**config.mk**
```make
export PLATFORM = sky130hd
export DESIGN_NAME = flash_guard
export DESIGN_NICKNAME = d
export VERILOG_FILES = /design/src/rtl/flg_pkg.sv /design/src/rtl/flg_regs.sv /design/src/rtl/flg_cmd.sv /design/src/rtl/flg_steer.sv /design/src/rtl/flash_guard.sv
export SDC_FILE = /design/constraint.sdc
export NUM_CORES = 1
export LEC_CHECK = 0
export ABC_AREA = 0
export BUFFER_PORTS_ARGS = -buffer_cell sky130_fd_sc_hd__buf_2
export CAP_MARGIN = 30
export CORE_MARGIN = 8
export CORE_UTILIZATION = 35
export CTS_CLUSTER_DIAMETER = 200
export DETAILED_ROUTE_END_ITERATION = 7
export GPL_TIMING_DRIVEN = 0
export PLACE_DENSITY = 0.7
export RECOVER_POWER = 100
export SYNTH_ARGS = -nofsm -noshare
export SYNTH_HDL_FRONTEND = slang
export SYNTH_SLANG_ARGS = --single-unit
```
**constraint.sdc**
```tcl
create_clock -name clk -period 2.7 [get_ports clk]
set_input_delay 0.675 -clock clk [delete_from_list [all_inputs] [get_ports clk]]
set_output_delay 0.675 -clock clk [all_outputs]
set_load 0.05 [all_outputs]
```
**src/rtl/flg_pkg.sv**
```systemverilog
package flg_pkg;
  // control register bit positions (software-visible layout)
  localparam int unsigned CTL_MASS_ARM = 0;
  localparam int unsigned CTL_PROG_EN  = 1;
  localparam int unsigned CTL_SECURE   = 2;
  // default register map and command keys
  localparam logic [7:0] REG_CMD  = 8'hC1;
  localparam logic [7:0] REG_PAGE = 8'hC2;
  localparam logic [7:0] REG_CTL  = 8'hC3;
  localparam logic [7:0] KEY_PAGE = 8'h55;
  localparam logic [7:0] KEY_MASS = 8'hAA;
endpackage

```
**src/rtl/flg_regs.sv**
```systemverilog
module flg_regs #(
  parameter int unsigned SFR_AW = 8,
  parameter int unsigned DATA_W = 8,
  parameter int unsigned PG_W   = 7,
  parameter logic [SFR_AW-1:0] PAGE_REG = flg_pkg::REG_PAGE,
  parameter logic [SFR_AW-1:0] CTL_REG  = flg_pkg::REG_CTL
) (
  input  logic              clk,
  input  logic              rst_n,
  input  logic              sfr_wr,
  input  logic [SFR_AW-1:0] sfr_addr,
  input  logic [DATA_W-1:0] sfr_wdata,
  input  logic              int_en,
  input  logic              page_take,
  input  logic              mass_take,
  input  logic              pwe_take,
  output logic [PG_W-1:0]   page_q,
  output logic              page_arm_q,
  output logic              mass_arm_q,
  output logic              pwe_q,
  output logic              sec_q
);
  import flg_pkg::*;

  logic            page_en, ctl_en;
  logic [PG_W-1:0] page_d;
  logic            page_arm_d, mass_arm_d, pwe_d, sec_d;

  always_comb begin
    page_en    = sfr_wr && (sfr_addr == PAGE_REG);
    ctl_en     = sfr_wr && (sfr_addr == CTL_REG);
    page_d     = sfr_wdata[DATA_W-1 -: PG_W];
    page_arm_d = page_arm_q;
    mass_arm_d = mass_arm_q;
    pwe_d      = pwe_q;
    sec_d      = sec_q;
    if (page_en)        page_arm_d = 1'b1;
    else if (page_take) page_arm_d = 1'b0;
    if (ctl_en) begin
      mass_arm_d = sfr_wdata[CTL_MASS_ARM];
      if (!sfr_wdata[CTL_PROG_EN]) pwe_d = 1'b0;
      else if (!int_en)            pwe_d = 1'b1;
      if (sfr_wdata[CTL_SECURE])   sec_d = 1'b1;
    end else begin
      if (mass_take) mass_arm_d = 1'b0;
      if (pwe_take)  pwe_d      = 1'b0;
    end
  end

  always_ff @(posedge clk or negedge rst_n) begin
    if (!rst_n) begin
      page_q     <= '0;
      page_arm_q <= 1'b0;
      mass_arm_q <= 1'b0;
      pwe_q      <= 1'b0;
      sec_q      <= 1'b0;
    end else begin
      if (page_en) page_q <= page_d;
      page_arm_q <= page_arm_d;
      mass_arm_q <= mass_arm_d;
      pwe_q      <= pwe_d;
      sec_q      <= sec_d;
    end
  end
endmodule

```
**src/rtl/flg_cmd.sv**
```systemverilog
module flg_cmd #(
  parameter int unsigned SFR_AW = 8,
  parameter int unsigned DATA_W = 8,
  parameter int unsigned ADDR_W = 16,
  parameter int unsigned PG_W   = 7,
  parameter logic [SFR_AW-1:0] CMD_REG  = flg_pkg::REG_CMD,
  parameter logic [DATA_W-1:0] PAGE_KEY = flg_pkg::KEY_PAGE,
  parameter logic [DATA_W-1:0] MASS_KEY = flg_pkg::KEY_MASS
) (
  input  logic              clk,
  input  logic              rst_n,
  input  logic              sfr_wr,
  input  logic [SFR_AW-1:0] sfr_addr,
  input  logic [DATA_W-1:0] sfr_wdata,
  input  logic [PG_W-1:0]   page,
  input  logic              page_arm,
  input  logic              mass_arm,
  input  logic              sec,
  input  logic              dbg_en,
  input  logic              prog_go,
  input  logic              done,
  output logic              page_go,
  output logic              mass_go,
  output logic              erase_go,
  output logic              page_stb_q,
  output logic              mass_stb_q,
  output logic              busy_q,
  output logic [ADDR_W-1:0] er_addr_q
);
  localparam int unsigned OFS_W = ADDR_W - PG_W;

  logic              cmd_wr, page0_locked, busy_d;
  logic [ADDR_W-1:0] er_addr_d;

  always_comb begin
    cmd_wr       = sfr_wr && (sfr_addr == CMD_REG);
    page0_locked = sec && (page == '0);
    page_go      = cmd_wr && (sfr_wdata == PAGE_KEY) && page_arm && !busy_q && !page0_locked;
    mass_go      = cmd_wr && (sfr_wdata == MASS_KEY) && mass_arm && dbg_en && !busy_q;
    erase_go     = page_go || mass_go;
    er_addr_d    = page_go ? {page, {OFS_W{1'b0}}} : '0;
    if (busy_q) busy_d = !done;
    else        busy_d = erase_go || prog_go;
  end

  always_ff @(posedge clk or negedge rst_n) begin
    if (!rst_n) begin
      page_stb_q <= 1'b0;
      mass_stb_q <= 1'b0;
      busy_q     <= 1'b0;
      er_addr_q  <= '0;
    end else begin
      page_stb_q <= page_go;
      mass_stb_q <= mass_go;
      busy_q     <= busy_d;
      if (erase_go) er_addr_q <= er_addr_d;
    end
  end
endmodule

```
**src/rtl/flg_steer.sv**
```systemverilog
module flg_steer #(
  parameter int unsigned DATA_W = 8,
  parameter int unsigned ADDR_W = 16,
  parameter int unsigned PG_W   = 7
) (
  input  logic              clk,
  input  logic              rst_n,
  input  logic              st_valid,
  input  logic              st_dbg,
  input  logic [ADDR_W-1:0] st_addr,
  input  logic [DATA_W-1:0] st_data,
  input  logic              pwe,
  input  logic              sec,
  input  logic              dbg_en,
  input  logic              busy,
  input  logic              erase_go,
  output logic              prog_go,
  output logic              pwe_take,
  output logic              prog_stb_q,
  output logic [ADDR_W-1:0] prog_addr_q,
  output logic [DATA_W-1:0] prog_data_q,
  output logic              ram_we_q,
  output logic [ADDR_W-1:0] ram_addr_q,
  output logic [DATA_W-1:0] ram_data_q
);
  logic cpu_st, cpu_flash, cpu_ram, hits_page0, cpu_ok, dbg_ok;

  always_comb begin
    cpu_st     = st_valid && !st_dbg;
    cpu_flash  = cpu_st && pwe;
    cpu_ram    = cpu_st && !pwe;
    hits_page0 = (st_addr[ADDR_W-1 -: PG_W] == '0);
    cpu_ok     = cpu_flash && !(sec && hits_page0);
    dbg_ok     = st_valid && st_dbg && dbg_en && !sec;
    prog_go    = (cpu_ok || dbg_ok) && !busy && !erase_go;
    pwe_take   = cpu_flash;
  end

  always_ff @(posedge clk or negedge rst_n) begin
    if (!rst_n) begin
      prog_stb_q  <= 1'b0;
      prog_addr_q <= '0;
      prog_data_q <= '0;
      ram_we_q    <= 1'b0;
      ram_addr_q  <= '0;
      ram_data_q  <= '0;
    end else begin
      prog_stb_q <= prog_go;
      ram_we_q   <= cpu_ram;
      if (prog_go) begin
        prog_addr_q <= st_addr;
        prog_data_q <= st_data;
      end
      if (cpu_ram) begin
        ram_addr_q <= st_addr;
        ram_data_q <= st_data;
      end
    end
  end
endmodule

```
**src/rtl/flash_guard.sv**
```systemverilog
module flash_guard #(
  parameter int unsigned SFR_AW = 8,
  parameter int unsigned DATA_W = 8,
  parameter int unsigned ADDR_W = 16,
  parameter int unsigned PG_W   = 7,
  parameter int unsigned RST_SYNC = 2
) (
  input  logic              clk,
  input  logic              rst_n,
  input  logic              sfr_wr_i,
  input  logic [SFR_AW-1:0] sfr_addr_i,
  input  logic [DATA_W-1:0] sfr_wdata_i,
  input  logic              int_en_i,
  input  logic              dbg_en_i,
  input  logic              st_valid_i,
  input  logic              st_dbg_i,
  input  logic [ADDR_W-1:0] st_addr_i,
  input  logic [DATA_W-1:0] st_data_i,
  input  logic              fl_done_i,
  output logic              fl_page_erase_o,
  output logic              fl_mass_erase_o,
  output logic              fl_prog_o,
  output logic [ADDR_W-1:0] fl_addr_o,
  output logic [DATA_W-1:0] fl_data_o,
  output logic              ram_we_o,
  output logic [ADDR_W-1:0] ram_addr_o,
  output logic [DATA_W-1:0] ram_data_o,
  output logic              ram_clear_o,
  output logic              busy_o,
  output logic              sec_o
);
  logic [RST_SYNC-1:0] rst_pipe_q;
  logic                rst_s_n;

  always_ff @(posedge clk or negedge rst_n) begin
    if (!rst_n) rst_pipe_q <= '0;
    else        rst_pipe_q <= {rst_pipe_q[RST_SYNC-2:0], 1'b1};
  end
  assign rst_s_n = rst_pipe_q[RST_SYNC-1];

  logic [PG_W-1:0]   page;
  logic              page_arm, mass_arm, pwe, sec;
  logic              page_go, mass_go, erase_go, prog_go, pwe_take;
  logic              page_stb, mass_stb, prog_stb, busy;
  logic [ADDR_W-1:0] er_addr, prog_addr;
  logic [DATA_W-1:0] prog_data;

  flg_regs #(.SFR_AW(SFR_AW), .DATA_W(DATA_W), .PG_W(PG_W)) regs_i (
    .clk(clk), .rst_n(rst_s_n),
    .sfr_wr(sfr_wr_i), .sfr_addr(sfr_addr_i), .sfr_wdata(sfr_wdata_i),
    .int_en(int_en_i), .page_take(page_go), .mass_take(mass_go), .pwe_take(pwe_take),
    .page_q(page), .page_arm_q(page_arm), .mass_arm_q(mass_arm), .pwe_q(pwe), .sec_q(sec)
  );

  flg_cmd #(.SFR_AW(SFR_AW), .DATA_W(DATA_W), .ADDR_W(ADDR_W), .PG_W(PG_W)) cmd_i (
    .clk(clk), .rst_n(rst_s_n),
    .sfr_wr(sfr_wr_i), .sfr_addr(sfr_addr_i), .sfr_wdata(sfr_wdata_i),
    .page(page), .page_arm(page_arm), .mass_arm(mass_arm), .sec(sec),
    .dbg_en(dbg_en_i), .prog_go(prog_go), .done(fl_done_i),
    .page_go(page_go), .mass_go(mass_go), .erase_go(erase_go),
    .page_stb_q(page_stb), .mass_stb_q(mass_stb), .busy_q(busy), .er_addr_q(er_addr)
  );

  flg_steer #(.DATA_W(DATA_W), .ADDR_W(ADDR_W), .PG_W(PG_W)) steer_i (
    .clk(clk), .rst_n(rst_s_n),
    .st_valid(st_valid_i), .st_dbg(st_dbg_i), .st_addr(st_addr_i), .st_data(st_data_i),
    .pwe(pwe), .sec(sec), .dbg_en(dbg_en_i), .busy(busy), .erase_go(erase_go),
    .prog_go(prog_go), .pwe_take(pwe_take),
    .prog_stb_q(prog_stb), .prog_addr_q(prog_addr), .prog_data_q(prog_data),
    .ram_we_q(ram_we_o), .ram_addr_q(ram_addr_o), .ram_data_q(ram_data_o)
  );

  assign fl_page_erase_o = page_stb;
  assign fl_mass_erase_o = mass_stb;
  assign ram_clear_o     = mass_stb;
  assign fl_prog_o       = prog_stb;
  assign fl_addr_o       = prog_stb ? prog_addr : er_addr;
  assign fl_data_o       = prog_data;
  assign busy_o          = busy;
  assign sec_o           = sec;
endmodule

```
==> impl_metrics.toml, run 1 <==
[status]
run_status = "finished, violations left"
violations = "capacitance limit, slew limit"

[worst_setup_path]
timing.rr.end = "steer_i.prog_addr_q[12]"
path_cells = "and4bb_1, nand4_1, or4_1, nand3_4, inv_4, clkbuf_4, mux2_1"
reg2reg_setup_slack_ns = 0.18
end_kind = "flip-flop"
worst-path-buf-inv = 2
cp_max_fo = 10
slowest_stage = "or4_1"
arrival_ns = 2.75
cpLargestDelayFamily = "simple AND/OR/NAND/NOR gates"
rr_startpoint = "cmd_i.busy_q"
cp.required_ns = 2.93
critPathLaunchType = "flip-flop"
reg2reg_depth = 7
crit_cells = 7
crit_path_max_incr_delay_ns = 0.65
path_class = "reg -> reg"

[yosys]
synth_simple_gate_area_share_pct = 9.95
synth_compound_area_share_pct = 3.47
synth_nets = 255
synth.most_common_cell = "dfrtp_1"
ys_types = 34
synth-warning-count = 0
yosys.area_share.xor_xnor_pct = 0
synth_edf_count = 0
synth_top_family_by_area = "multiplexers"
synth.area.mux_share_pct = 24.1
async_flop_share_pct = 100
syn_area_per_cell_sq_um = 14.6
yosys-top-cells-area = "dfrtp_1, mux2_2, mux2_4, and2_1, a22o_1"
synth_top_area_share_pct = 60.3
synth_top_area_cell = "dfrtp_1"
ys.flop_type = "dfrtp_1"
ys_ff_latch = 73
syn-instance-count = 207
ys_seq_area_share_pct = 60.3
synth_commonest_cells = "dfrtp_1, mux2_2, and2_1"
synth_area_sq_um = 3030
synth_fa_ha_area_share_pct = 0

[power_and_ir_drop]
p_per_area_nw_per_um2 = 848
pwr-share-comb_pct = 29.4
p_switching_mw = 1.17
p_leak_nw = 1.74
p_total_mw = 3.22
switching_share_pct = 36.4
p_clk_share_pct = 25.5
pwr-share-seq_pct = 45.2
ir_worst_vdd_uv = 269
p_int_mw = 2.04

[routing]
drc = 0
vias_per_cell = 4.69
routed_wirelength_microns = 7250
wl_per_cell_microns = 16.7
first_pass_iters = 6
ant_nets = 0
vias = 2035
drt_first_iter_violations = 89

[clock_network]
cts_buffer_depth = 2
post_cts_buffers = 0
ctsHoldBuffers = 0
cts.repair.resized = 1
cts_tree = "built"
cts_buffers = 9
htree_levels = 3
cts.sinks = 73
worstSkewPairLatency_ns = 0.34
cts-root-buf = "clkbuf_8"
path_clk_slew_ns = 0.08

[timing]
max_slew_margin_pct = -0.836
tightestPinTransition_ns = 1.51
fmax_mhz = 396
setup_viol = 0
post-route-period-util_pct = 93.5
hold_viol_final = 0
drv_slew = 72
fin_crit_ns = 2.52
rsz0062_at_grt = "no"
clock_skew_ns = 0.00898

[global_routing]
grt_pass1_wl_microns = 11300
grt_use_total_pct = 12.5
grt_max_degree = 72
grt_antenna_before_repair = 0
grt_pass1_vias = 2237
grt.overflow.total = 0

[hold_path]
hold_class = "in -> async"

[floorplanning]
fp.dieH_microns = 109
die_w_microns = 109
row_count = 34
initial_core_util_pct = 35.5
core_area_sq_um = 8550
pin_count = 103
die_area_sq_um = 11900

[place]
detailedPlacementHpwl_microns = 5530
placed_area_sq_um = 3690
io_buffers = 102
gp_congestion = 0.741

[cells_and_area]
n_antenna_cell = 0
postLayoutCoreUtil_pct = 44.4
area_delta_synth_final_pct = 25.1
multi_input_area_sq_um = 1130
fin_nets = 369
drive_gt1_share_pct = 40.8
stdcell_area_sq_um = 3790
regArea_sq_um = 1830
nFillCells = 827

[run]
maxCapViolations = 1
## per-layer routing
metal	vias to the layer above	routed length (microns)	GRT usage [%]
li1	972	-	-
met1	997	2940	13.6
met2	61	3590	21.7
met3	5	643	4.37
met4	0	84	4.89
met5	-	0	0
## worst max path at each step
stage,startpoint,to,slack (ns)
2_1_floorplan,sfr_wdata_i[2],steer_i.prog_addr_q[10],0.31
3_3_place_gp,rst_pipe_q[1],steer_i.prog_data_q[2],-0.25
3_5_place_dp,sfr_addr_i[1],steer_i.prog_addr_q[10],-0.01
4_1_cts,steer_i.prog_stb_q,fl_addr_o[14],0.08
5_1_grt,cmd_i.busy_q,steer_i.prog_addr_q[12],0.09
6_report,cmd_i.busy_q,steer_i.prog_addr_q[12],0.18
## cell type report
type	instances	share of cell area (%)
sequential	73	48.2
multi-input combinational	121	29.8
timing repair buffer	104	12.0
tap	108	3.56
clock buffer	11	3.46
clock inverter	5	1.48
inverter	7	0.759
buffer	5	0.726
## cell usage in the layout, fill, tap and decap left out, types with 2 or more instances in the layout
cell	netlist	layout
or3_1	2	2
a22o_1	7	7
clkbuf_1	4	57
mux2_2	53	53
inv_1	6	6
nand2b_1	3	3
nor4_1	5	5
clkinv_2	0	2
clkbuf_2	0	4
and2_1	10	10
nor2_1	5	5
nand3_1	4	4
dfrtp_1	73	72
mux2_4	9	8
or4_1	0	2
buf_2	0	48
clkbuf_8	0	9
o21ai_0	3	3
nand4_1	2	2
## state kept, by name, summed over array words and instances, names as in the netlist, 2 cells and up
| signal | cells |
|---|---|
| rst_pipe_q | 2 |
| steer_i.prog_addr_q | 16 |
| steer_i.ram_addr_q | 16 |
| cmd_i.er_addr_q | 7 |
| steer_i.ram_data_q | 8 |
| regs_i.page_q | 7 |
| steer_i.prog_data_q | 8 |
## worst reg2reg max path, stage by stage (launching register included)
cell	delay, ns
dfrtp_1	0.42
and4bb_1	0.32
nand4_1	0.14
or4_1	0.65
nand3_4	0.20
inv_4	0.11
clkbuf_4	0.24
mux2_1	0.33
## kinds of logic (layout without fill, tap and decap cells)
family | after synthesis | after routing
flops | 73 | 73
mux | 62 | 62
simple gates | 44 | 44
compound gates | 14 | 14
buf+inv | 13 | 132
other cells | 1 | 1
## power by group through the flow
stage	Combinational [mW]	Clock, mW	Sequential, mW
2_1_floorplan	0.355	0	1.85
3_3_place_gp	0.987	0	1.46
3_5_place_dp	1.00	0	1.47
4_1_cts	1.00	0.844	1.45
5_1_grt	0.997	0.885	1.49
6_report	0.945	0.818	1.45
## stage by stage
stage	cells	setup TNS (ns)	setup slack (ns)	hold slack, ns
final	434	0	0.176	0.106
after global routing	434	0	0.0857	0.100
after CTS	435	0	0.0756	0.0882
after detailed placement	419	-0.0671	-0.0113	0.340
after global placement	417	-17.01	-0.248	0.335
after floorplan	207	0	0.310	0.331
(Power assumes the default switching activity.)
==> run 2, diff against run 1 <==
--- a/config.mk
+++ b/config.mk
@@ -9,11 +9,11 @@
 export BUFFER_PORTS_ARGS = -buffer_cell sky130_fd_sc_hd__buf_2
 export CAP_MARGIN = 30
 export CORE_MARGIN = 8
-export CORE_UTILIZATION = 35
+export CORE_UTILIZATION = 40
 export CTS_CLUSTER_DIAMETER = 200
 export DETAILED_ROUTE_END_ITERATION = 7
 export GPL_TIMING_DRIVEN = 0
-export PLACE_DENSITY = 0.7
+export PLACE_DENSITY = 0.77
 export RECOVER_POWER = 100
 export SYNTH_ARGS = -nofsm -noshare
 export SYNTH_HDL_FRONTEND = slang
==> run 2 against run 1 <==
The run still ends with capacitance limit, slew limit left. Critical path depth down 4. Via count up 0.79%. Hold slack better by 0.0060 ns. Worst setup slack worse by 0.00060 ns. First-iteration DRC count down 49%. Critical endpoint is now fl_addr_o[14]. Clock power up 20%. Largest cell class unchanged. Sequential cell count unchanged.
==> impl_metrics.toml, run 2 (synthesized netlist as in run 1, its figures left out) <==
[routing]
vias = 2051
ant_nets = 0
drt_first_iter_violations = 45
vias_per_cell = 4.83
wl_per_cell_microns = 16.6
drc = 0
first_pass_iters = 4
routed_wirelength_microns = 7050

[clock_network]
cts.repair.resized = 0
cts_buffers = 9
cts-root-buf = "clkbuf_8"
cts.sinks = 73
htree_levels = 3
ctsHoldBuffers = 0
path_clk_slew_ns = 0.08
cts_tree = "built"
cts_buffer_depth = 2
worstSkewPairLatency_ns = 0.33
post_cts_buffers = 0

[cells_and_area]
fin_nets = 369
top_regs = "steer_i.prog_addr_q x16, steer_i.ram_addr_q x16"
n_antenna_cell = 0
stdcell_count = 425
area_delta_synth_final_pct = 25.7
layout_commonest_cell = "dfrtp_1"
most-common-layout-cells = "dfrtp_1, mux2_2, clkbuf_1"
drive_gt1_share_pct = 40.8

[global_routing]
grt_max_degree = 72
grt_use_total_pct = 13.6
grt_pass1_wl_microns = 11000
grt.overflow.total = 0
grt_antenna_before_repair = 0
grt_pass1_vias = 2247

[floorplanning]
die_w_microns = 103
core_area_sq_um = 7290
initial_core_util_pct = 41.6
row_count = 31
fp.dieH_microns = 103
die_area_sq_um = 10600
pin_count = 103

[timing]
drv_slew = 71
clock_skew_ns = 0.0131
max_slew_margin_pct = -0.404
rsz0062_at_grt = "no"
hold_viol_final = 0
post-route-period-util_pct = 93.5
layout_setup_ws_ns = 0.176
fin_crit_ns = 2.52
fmax_mhz = 396
tightestPinTransition_ns = 1.51
hold_slack_ns = 0.112
setup_viol = 0

[run]
maxCapViolations = 1

[power_and_ir_drop]
p_per_area_nw_per_um2 = 879
ir_worst_vdd_uv = 314
p_leak_nw = 1.75

[place]
detailedPlacementHpwl_microns = 5510
dp_cells = 410
place_worst_setup_slack_ns = 0.00985
gp_congestion = 0.813
io_buffers = 102

[worst_setup_path]
worst-path-buf-inv = 2
reg2reg_setup_slack_ns = 0.24
slowest_stage = "dfrtp_1"
path_class = "reg -> out"
cp_max_fo = 10
cpLargestDelayFamily = "buffers and inverters"
path_cells = "clkbuf_1, mux2_2, clkbuf_2"
end_kind = "output pin"
crit_path_max_incr_delay_ns = 0.56
cp.required_ns = 2.03
arrival_ns = 1.85
critPathLaunchType = "flip-flop"

[status]
violations = "capacitance limit, slew limit"
run_status = "finished, violations left"

[hold_path]
hold_class = "in -> async"
==> run 2: final cells by class <==
type	instances	area, sq um
buffer	5	23.8
clock buffer	11	151
clock inverter	5	85.1
fill	695	3480
inverter	7	28.8
multi-input combinational	121	1110
sequential	73	1830
tap	99	124
timing repair buffer	104	460
==> run 2: routing by layer <==
metal	global-route usage, %	part of all wire (%)
met1	15.9	42
met2	22.8	48
met5	0	0
met4	5.56	1.7
met3	3.85	8.0
==> run 2: per-stage QoR <==
step / setup TNS, ns / util (%) / instance area [sq um] / power, mW
global placement: -20.90 / 50.3 / 3670 / 2.45
global route: 0 / 52.2 / 3810 / 3.51
CTS: 0 / 53.7 / 3920 / 3.47
detailed placement: 0 / 50.5 / 3680 / 2.48
finish: 0 / 52.2 / 3810 / 3.35
floorplan: 0 / - / 3030 / 2.21
==> run 2: worst paths after layout <==
kind / startpoint / endpoint / cells past startpoint
min in group clk: rst_pipe_q[0] / rst_pipe_q[1] / 0
max reg2reg: cmd_i.busy_q / steer_i.prog_addr_q[9] / 7
max in group asynchronous: rst_pipe_q[1] / steer_i.ram_addr_q[12] / 0
max: steer_i.prog_stb_q / fl_addr_o[14] / 3
min: rst_n / rst_pipe_q[0] / 1
min reg2reg: rst_pipe_q[0] / rst_pipe_q[1] / 0
==> run 2: power by group <==
part / internal [mW] / leakage [nW] / switching, mW
clock network: 0.578 / 0.117 / 0.404
logic: 0.269 / 0.735 / 0.646
registers: 1.32 / 0.903 / 0.136
total: 2.17 / 1.75 / 1.19
